## config.mk

```make
export PLATFORM = sky130hd
export DESIGN_NAME = strm_stall_wdog
export DESIGN_NICKNAME = d
export VERILOG_FILES = /design/src/rtl/stall_wd_pkg.sv /design/src/rtl/stall_wd_detect.sv /design/src/rtl/stall_wd_prescale.sv /design/src/rtl/stall_wd_count.sv /design/src/rtl/strm_stall_wdog.sv
export SDC_FILE = /design/constraint.sdc
export NUM_CORES = 1
export LEC_CHECK = 0
export ABC_CLOCK_PERIOD_IN_PS = 3390
export BUFFER_PORTS_ARGS = -buffer_cell sky130_fd_sc_hd__buf_2
export CORE_MARGIN = 2
export CORE_UTILIZATION = 50
export DETAILED_ROUTE_END_ITERATION = 10
export GPL_TIMING_DRIVEN = 1
export HOLD_SLACK_MARGIN = 0.15
export PLACE_DENSITY = 0.71
export SLEW_MARGIN = 15
export SYNTH_ARGS = -nofsm -noshare
export SYNTH_HDL_FRONTEND = slang
export SYNTH_HIERARCHICAL = 1
export SYNTH_SLANG_ARGS = --single-unit
```

## constraint.sdc

```tcl
create_clock -name clk -period 3.39 [get_ports clk]
set_input_delay 0.5085 -clock clk [delete_from_list [all_inputs] [get_ports clk]]
set_output_delay 0.5085 -clock clk [all_outputs]
set_load 0.005 [all_outputs]
```

## src/rtl/stall_wd_pkg.sv

```systemverilog
package stall_wd_pkg;

   typedef enum logic [1:0] {
      WD_IDLE  = 2'd0,
      WD_RUN   = 2'd1,
      WD_SPENT = 2'd2
   } wd_state_e;

endpackage

```

## src/rtl/stall_wd_detect.sv

```systemverilog
module stall_wd_detect (
   input  logic clk,
   input  logic rst,
   input  logic xfer_pend,
   input  logic sink_rdy,
   output logic stall,
   output logic stall_start
);
   logic stall_q;

   assign stall       = xfer_pend & ~sink_rdy;
   assign stall_start = stall & ~stall_q;

   always_ff @(posedge clk) begin
      if (rst) stall_q <= 1'b0;
      else     stall_q <= stall;
   end

   // no pending transfer means no stall is recorded
   a_r10_no_pend: assert property (@(posedge clk) disable iff (rst)
      !xfer_pend |=> !stall_q);
endmodule

```

## src/rtl/stall_wd_prescale.sv

```systemverilog
module stall_wd_prescale #(
   parameter int                 PRE_W        = 12,
   parameter bit                 USE_PRESCALE = 1'b1,
   parameter logic [PRE_W-1:0]   PRE_RST      = '1
) (
   input  logic             clk,
   input  logic             rst,
   input  logic             load,
   input  logic             run,
   input  logic [PRE_W-1:0] div_val,
   output logic             tick
);
   localparam logic [PRE_W-1:0] PRE_ZERO = '0;

   generate
      if (USE_PRESCALE) begin : g_div
         logic [PRE_W-1:0] pre_cap;
         logic [PRE_W-1:0] pcnt;

         assign tick = run & (pcnt == PRE_ZERO);

         always_ff @(posedge clk) begin
            if (rst) begin
               pre_cap <= PRE_RST;
               pcnt    <= PRE_RST;
            end else if (load) begin
               pre_cap <= div_val;
               pcnt    <= div_val;
            end else if (run) begin
               if (pcnt == PRE_ZERO) pcnt <= pre_cap;
               else                  pcnt <= pcnt - 1'b1;
            end
         end

         // the divider starts from the value present at stall start
         a_r2_load_div: assert property (@(posedge clk) disable iff (rst)
            load |=> (pcnt == $past(div_val)));
         // the running count never exceeds the captured divider
         a_r9_pcnt_bound: assert property (@(posedge clk) disable iff (rst)
            run |-> (pcnt <= pre_cap));
      end else begin : g_nodiv
         assign tick = run;
      end
   endgenerate
endmodule

```

## src/rtl/stall_wd_count.sv

```systemverilog
module stall_wd_count
   import stall_wd_pkg::*;
#(
   parameter int               CNT_W   = 12,
   parameter logic [CNT_W-1:0] CNT_RST = '1
) (
   input  logic             clk,
   input  logic             rst,
   input  logic             load,
   input  logic             stall,
   input  logic             tick,
   input  logic             en,
   input  logic [CNT_W-1:0] tmo_val,
   output logic             fire
);
   localparam logic [CNT_W-1:0] CNT_ONE = CNT_W'(1);

   wd_state_e        st;
   logic [CNT_W-1:0] tcnt;
   logic             last_tick;

   assign last_tick = (tcnt == '0) || (tcnt == CNT_ONE);

   always_ff @(posedge clk) begin
      if (rst) begin
         st   <= WD_IDLE;
         tcnt <= CNT_RST;
         fire <= 1'b0;
      end else begin
         fire <= 1'b0;
         if (load) begin
            tcnt <= tmo_val;
            st   <= WD_RUN;
         end else if (!stall) begin
            st <= WD_IDLE;
         end else if ((st == WD_RUN) && tick) begin
            if (last_tick) begin
               st   <= WD_SPENT;
               fire <= en;
            end else begin
               tcnt <= tcnt - 1'b1;
            end
         end
      end
   end

   // a spent timer stays silent for the rest of the stall
   a_r6_one_shot: assert property (@(posedge clk) disable iff (rst)
      (st == WD_SPENT) && stall && !load |=> (st == WD_SPENT) && !fire);
   // the timer leaves the running state when the stall clears
   a_r7_stop: assert property (@(posedge clk) disable iff (rst)
      !stall |=> (st == WD_IDLE));
endmodule

```

## src/rtl/strm_stall_wdog.sv

```systemverilog
module strm_stall_wdog #(
   parameter int                 PRE_W        = 12,
   parameter int                 CNT_W        = 12,
   parameter bit                 USE_PRESCALE = 1'b1,
   parameter logic [PRE_W-1:0]   PRE_RST      = PRE_W'(12'hFFF),
   parameter logic [CNT_W-1:0]   CNT_RST      = CNT_W'(12'hFFE)
) (
   input  logic             clk,
   input  logic             rst,
   input  logic             tmo_en,
   input  logic [PRE_W-1:0] pre_div,
   input  logic [CNT_W-1:0] tmo_val,
   input  logic             xfer_pend,
   input  logic             sink_rdy,
   output logic             tmo_pulse
);
   generate
      if (PRE_W < 1 || PRE_W > 32) begin : g_bad_pre
         $error("strm_stall_wdog: PRE_W out of range");
      end
      if (CNT_W < 1 || CNT_W > 32) begin : g_bad_cnt
         $error("strm_stall_wdog: CNT_W out of range");
      end
   endgenerate

   logic stall;
   logic stall_start;
   logic tick;

   stall_wd_detect u_det (
      .clk         (clk),
      .rst         (rst),
      .xfer_pend   (xfer_pend),
      .sink_rdy    (sink_rdy),
      .stall       (stall),
      .stall_start (stall_start)
   );

   stall_wd_prescale #(
      .PRE_W        (PRE_W),
      .USE_PRESCALE (USE_PRESCALE),
      .PRE_RST      (PRE_RST)
   ) u_pre (
      .clk     (clk),
      .rst     (rst),
      .load    (stall_start),
      .run     (stall & ~stall_start),
      .div_val (pre_div),
      .tick    (tick)
   );

   stall_wd_count #(
      .CNT_W   (CNT_W),
      .CNT_RST (CNT_RST)
   ) u_cnt (
      .clk     (clk),
      .rst     (rst),
      .load    (stall_start),
      .stall   (stall),
      .tick    (tick),
      .en      (tmo_en),
      .tmo_val (tmo_val),
      .fire    (tmo_pulse)
   );

   // the event lasts one cycle
   a_r3_single_cycle: assert property (@(posedge clk) disable iff (rst)
      tmo_pulse |=> !tmo_pulse);
   // a pulse needs the enable at the expiry edge
   a_r5_gated: assert property (@(posedge clk) disable iff (rst)
      tmo_pulse |-> $past(tmo_en));
   // a pulse needs the stall to still hold at the expiry edge
   a_r8_resume_wins: assert property (@(posedge clk) disable iff (rst)
      tmo_pulse |-> $past(stall));
   // nothing fires in the cycle after reset
   a_r1_reset_quiet: assert property (@(posedge clk)
      $past(rst) |-> !tmo_pulse);
endmodule

```

==> out/metrics.yaml <==
io_pins: 30
die_width_um: 72.1
ys_seq_area_frac: 0.346
synthFlopType: "dfxtp_1"
ys_ff_latch: 40
rr_endpoint: "u_cnt/tcnt[8]"
ant_nets: 0
dieArea_um2: 5190
routed_wirelength_mm: 4.83
cts_root_buf: "clkbuf_8"
tns_ns: 0
cts_resized: 0
fillers: 429
setup_violations: 0
dr.pass1.iters: 5
cp.arrival_ns: 3.18
numCtsBuffers: 5
start_kind: "flop"
r2r-start: "u_pre/g_div.pcnt[0]"
synth_enable_flop_cells: 0
cts_hold_buf: 0
total_power_mw: 0.947
min_period_ns: 2.99
ir_worst_vdd_mv: 0.194
max_freq_ghz: 0.335
place_area_um2: 2460
place_congestion: 0.827
grt_max_degree: 54
crit_path_start: "u_pre/g_div.pcnt[0]"
worst_pin_slew_ns: 0.746
hpwlAfterDp_mm: 3.33
grt_pass1_wl_mm: 8.17
synth_cell_types: 65
synth_area_um2: 2320
cp.required_ns: 3.58
clkSlewWorstSetupHoldPaths_ns: 0.07
insertion_delay_ns: 0.28
io_buffers: 29
clk_path_buf_depth: 2
vias: 2069
yosys_warnings: 6
drc_errors: 0
status: "finished, final reports clean"
dieHeight_um: 72.1
synth-async-reset-ratio: 0
leakage_nw: 1.03
power_density_nw_per_um2: 375
syn_nets: 309
routedWlPerCell_um: 14.0
final-hold-violation-count: 0
finalCritPeriodShare: 0.881
htree_levels: 2
drt_iter0_markers: 160
layout.nets: 329
grt_pass1_vias: 1855
initial_utilization: 0.525
drive_above_1_share: 0.198
rows: 24
core-area_um2: 4410
end_kind: "flop"
syn_inst: 275
reg2reg_depth: 9
grt_antenna_before_repair: 0
rsz0062_at_grt: "false"
worst-setup-path-type: "reg2reg"
cts_setup_buffers: 0
avgViaCountPerCell: 6.00
final_area_um2: 2530
cp-endpoint: "u_cnt/tcnt[8]"
hold_path_class: "in2reg"
syn_to_final_growth_pct: 9.08
reg2reg_slack_ns: 0.40
avgSynthCellArea_um2: 8.42
cts_tree: "done"
cp_max_fo: 12
slew_headroom: 0.503
finClkSkew_ns: 0.00528
slew_viol_final: 0
maxCapViolations: 0
diodes: 0
cts.sinks: 40
grtUsageTotal: 0.195
grt-ovfl-total: 0
==> cell usage after synthesis, drive strengths merged (2+ instances only) <==
| cell | number | share of area |
|---|---|---|
| buf | 9 | 0.022 |
| mux2 | 2 | 0.011 |
| nand4 | 2 | 0.0054 |
| inv | 19 | 0.031 |
| a31oi | 6 | 0.023 |
| o21a | 2 | 0.0065 |
| nor2 | 24 | 0.039 |
| and3 | 2 | 0.0054 |
| nor3 | 18 | 0.046 |
| mux2i | 4 | 0.017 |
| a21oi | 19 | 0.041 |
| ha | 5 | 0.027 |
| nand3 | 6 | 0.013 |
| a311oi | 4 | 0.018 |
| o21ai | 20 | 0.043 |
| nor2b | 2 | 0.0086 |
| and4 | 4 | 0.016 |
| or3 | 4 | 0.013 |
| nand2b | 3 | 0.0081 |
| nand2 | 11 | 0.018 |
| o311a | 2 | 0.0086 |
| clkbuf | 8 | 0.013 |
| xor2 | 3 | 0.011 |
| nor3b | 11 | 0.036 |
| a211oi | 6 | 0.024 |
| or4 | 7 | 0.028 |
| o211ai | 7 | 0.025 |
| o311ai | 5 | 0.019 |
| a2111oi | 2 | 0.010 |
| dfxtp | 40 | 0.35 |
==> critical path, cell delays in order, from the launching register on <==
cell and delay (ns):
dfxtp_1 0.35, inv_1 0.13, ha_1 0.15, or4b_4 0.50
or3_4 0.51, nor2_1 0.19, and4b_1 0.39, and3_1 0.34
a2111oi_2 0.10, a311oi_1 0.24
==> sequential cells by signal, summed over array words and instances (netlist names) <==
| signal | count |
|---|---|
| u_cnt/fire | 1 |
| u_cnt/st | 2 |
| u_cnt/tcnt | 12 |
| u_det/stall_q | 1 |
| u_pre/g_div.pcnt | 12 |
| u_pre/g_div.pre_cap | 12 |
==> cells in the final DEF, fill, tap and decap left out, types with 2 or more instances in the layout <==
cell      count
a211oi_1      4
a211oi_2      2
a21oi_1      19
a311oi_1      3
a31oi_1       5
and3_1        2
and4_1        2
and4_2        2
buf_2        29
clkbuf_8      5
dfxtp_1      40
ha_1          5
inv_1        19
mux2i_1       4
nand2_1      11
nand2b_1      3
nand3_1       6
nand4_1       2
nor2_1       24
nor3_1       16
nor3b_1      10
o211ai_1      6
o21a_1        2
o21ai_0      18
o21ai_1       2
o311a_1       2
o311ai_0      2
o311ai_1      3
or3_1         3
or4_1         4
or4_4         3
xor2_1        3
==> per-stage QoR <==
| step | hold slack [ns] | cells | util | setup WS [ns] |
|---|---|---|---|---|
| CTS | 0.422 | 345 | 0.572 | 0.414 |
| global placement | 0.442 | 340 | 0.557 | 0.514 |
| finish | 0.430 | 345 | 0.572 | 0.405 |
| global route | 0.433 | 345 | 0.572 | 0.234 |
| floorplan | 0.427 | 275 | - | 0.581 |
| detailed placement | 0.449 | 340 | 0.557 | 0.440 |
==> cells by family after synthesis <==
family                   count (synthesis)  share of synthesized area
buffers and inverters                   36                     0.0659
AO/OA/AOI/OAI                           81                      0.246
AND/OR/NAND/NOR                        103                      0.271
flip-flops                              40                      0.346
adder cells (fa/ha/maj)                  5                     0.0270
multiplexers                             6                     0.0286
XOR/XNOR                                 4                     0.0151
==> layer usage <==
layer | vias to the layer above | part of all wire | track usage
met2 | 39 | 0.48 | 0.331
li1 | 1063 | - | -
met4 | 0 | 0.011 | 0.0755
met5 | - | 0 | 0
met3 | 7 | 0.038 | 0.0333
met1 | 960 | 0.47 | 0.245
==> worst min-delay path by stage <==
| stage | cells after the start | from | end |
|---|---|---|---|
| 2_1_floorplan | 2 | u_pre/g_div.pre_cap[10] | u_pre/g_div.pre_cap[10] |
| 3_3_place_gp | 2 | u_pre/g_div.pre_cap[10] | u_pre/g_div.pre_cap[10] |
| 3_5_place_dp | 2 | u_pre/g_div.pre_cap[10] | u_pre/g_div.pre_cap[10] |
| 4_1_cts | 2 | sink_rdy | u_det/stall_q |
| 5_1_grt | 2 | sink_rdy | u_det/stall_q |
| 6_report | 2 | sink_rdy | u_det/stall_q |
==> report_power, final <==
| part | switching [mW] | internal, mW |
|---|---|---|
| logic | 0.0721 | 0.0603 |
| clock network | 0.147 | 0.133 |
| registers | 0.0332 | 0.502 |
==> final cells by class <==
class                      count  area, um2  area share
timing repair buffer          30        153      0.0604
sequential                    40        801       0.317
multi-input combinational    199       1370       0.541
inverter                      19       71.3      0.0282
clock buffer                   5       68.8      0.0272
tap                           52       65.1      0.0258
Note: power is estimated with default switching activity, not from simulation.
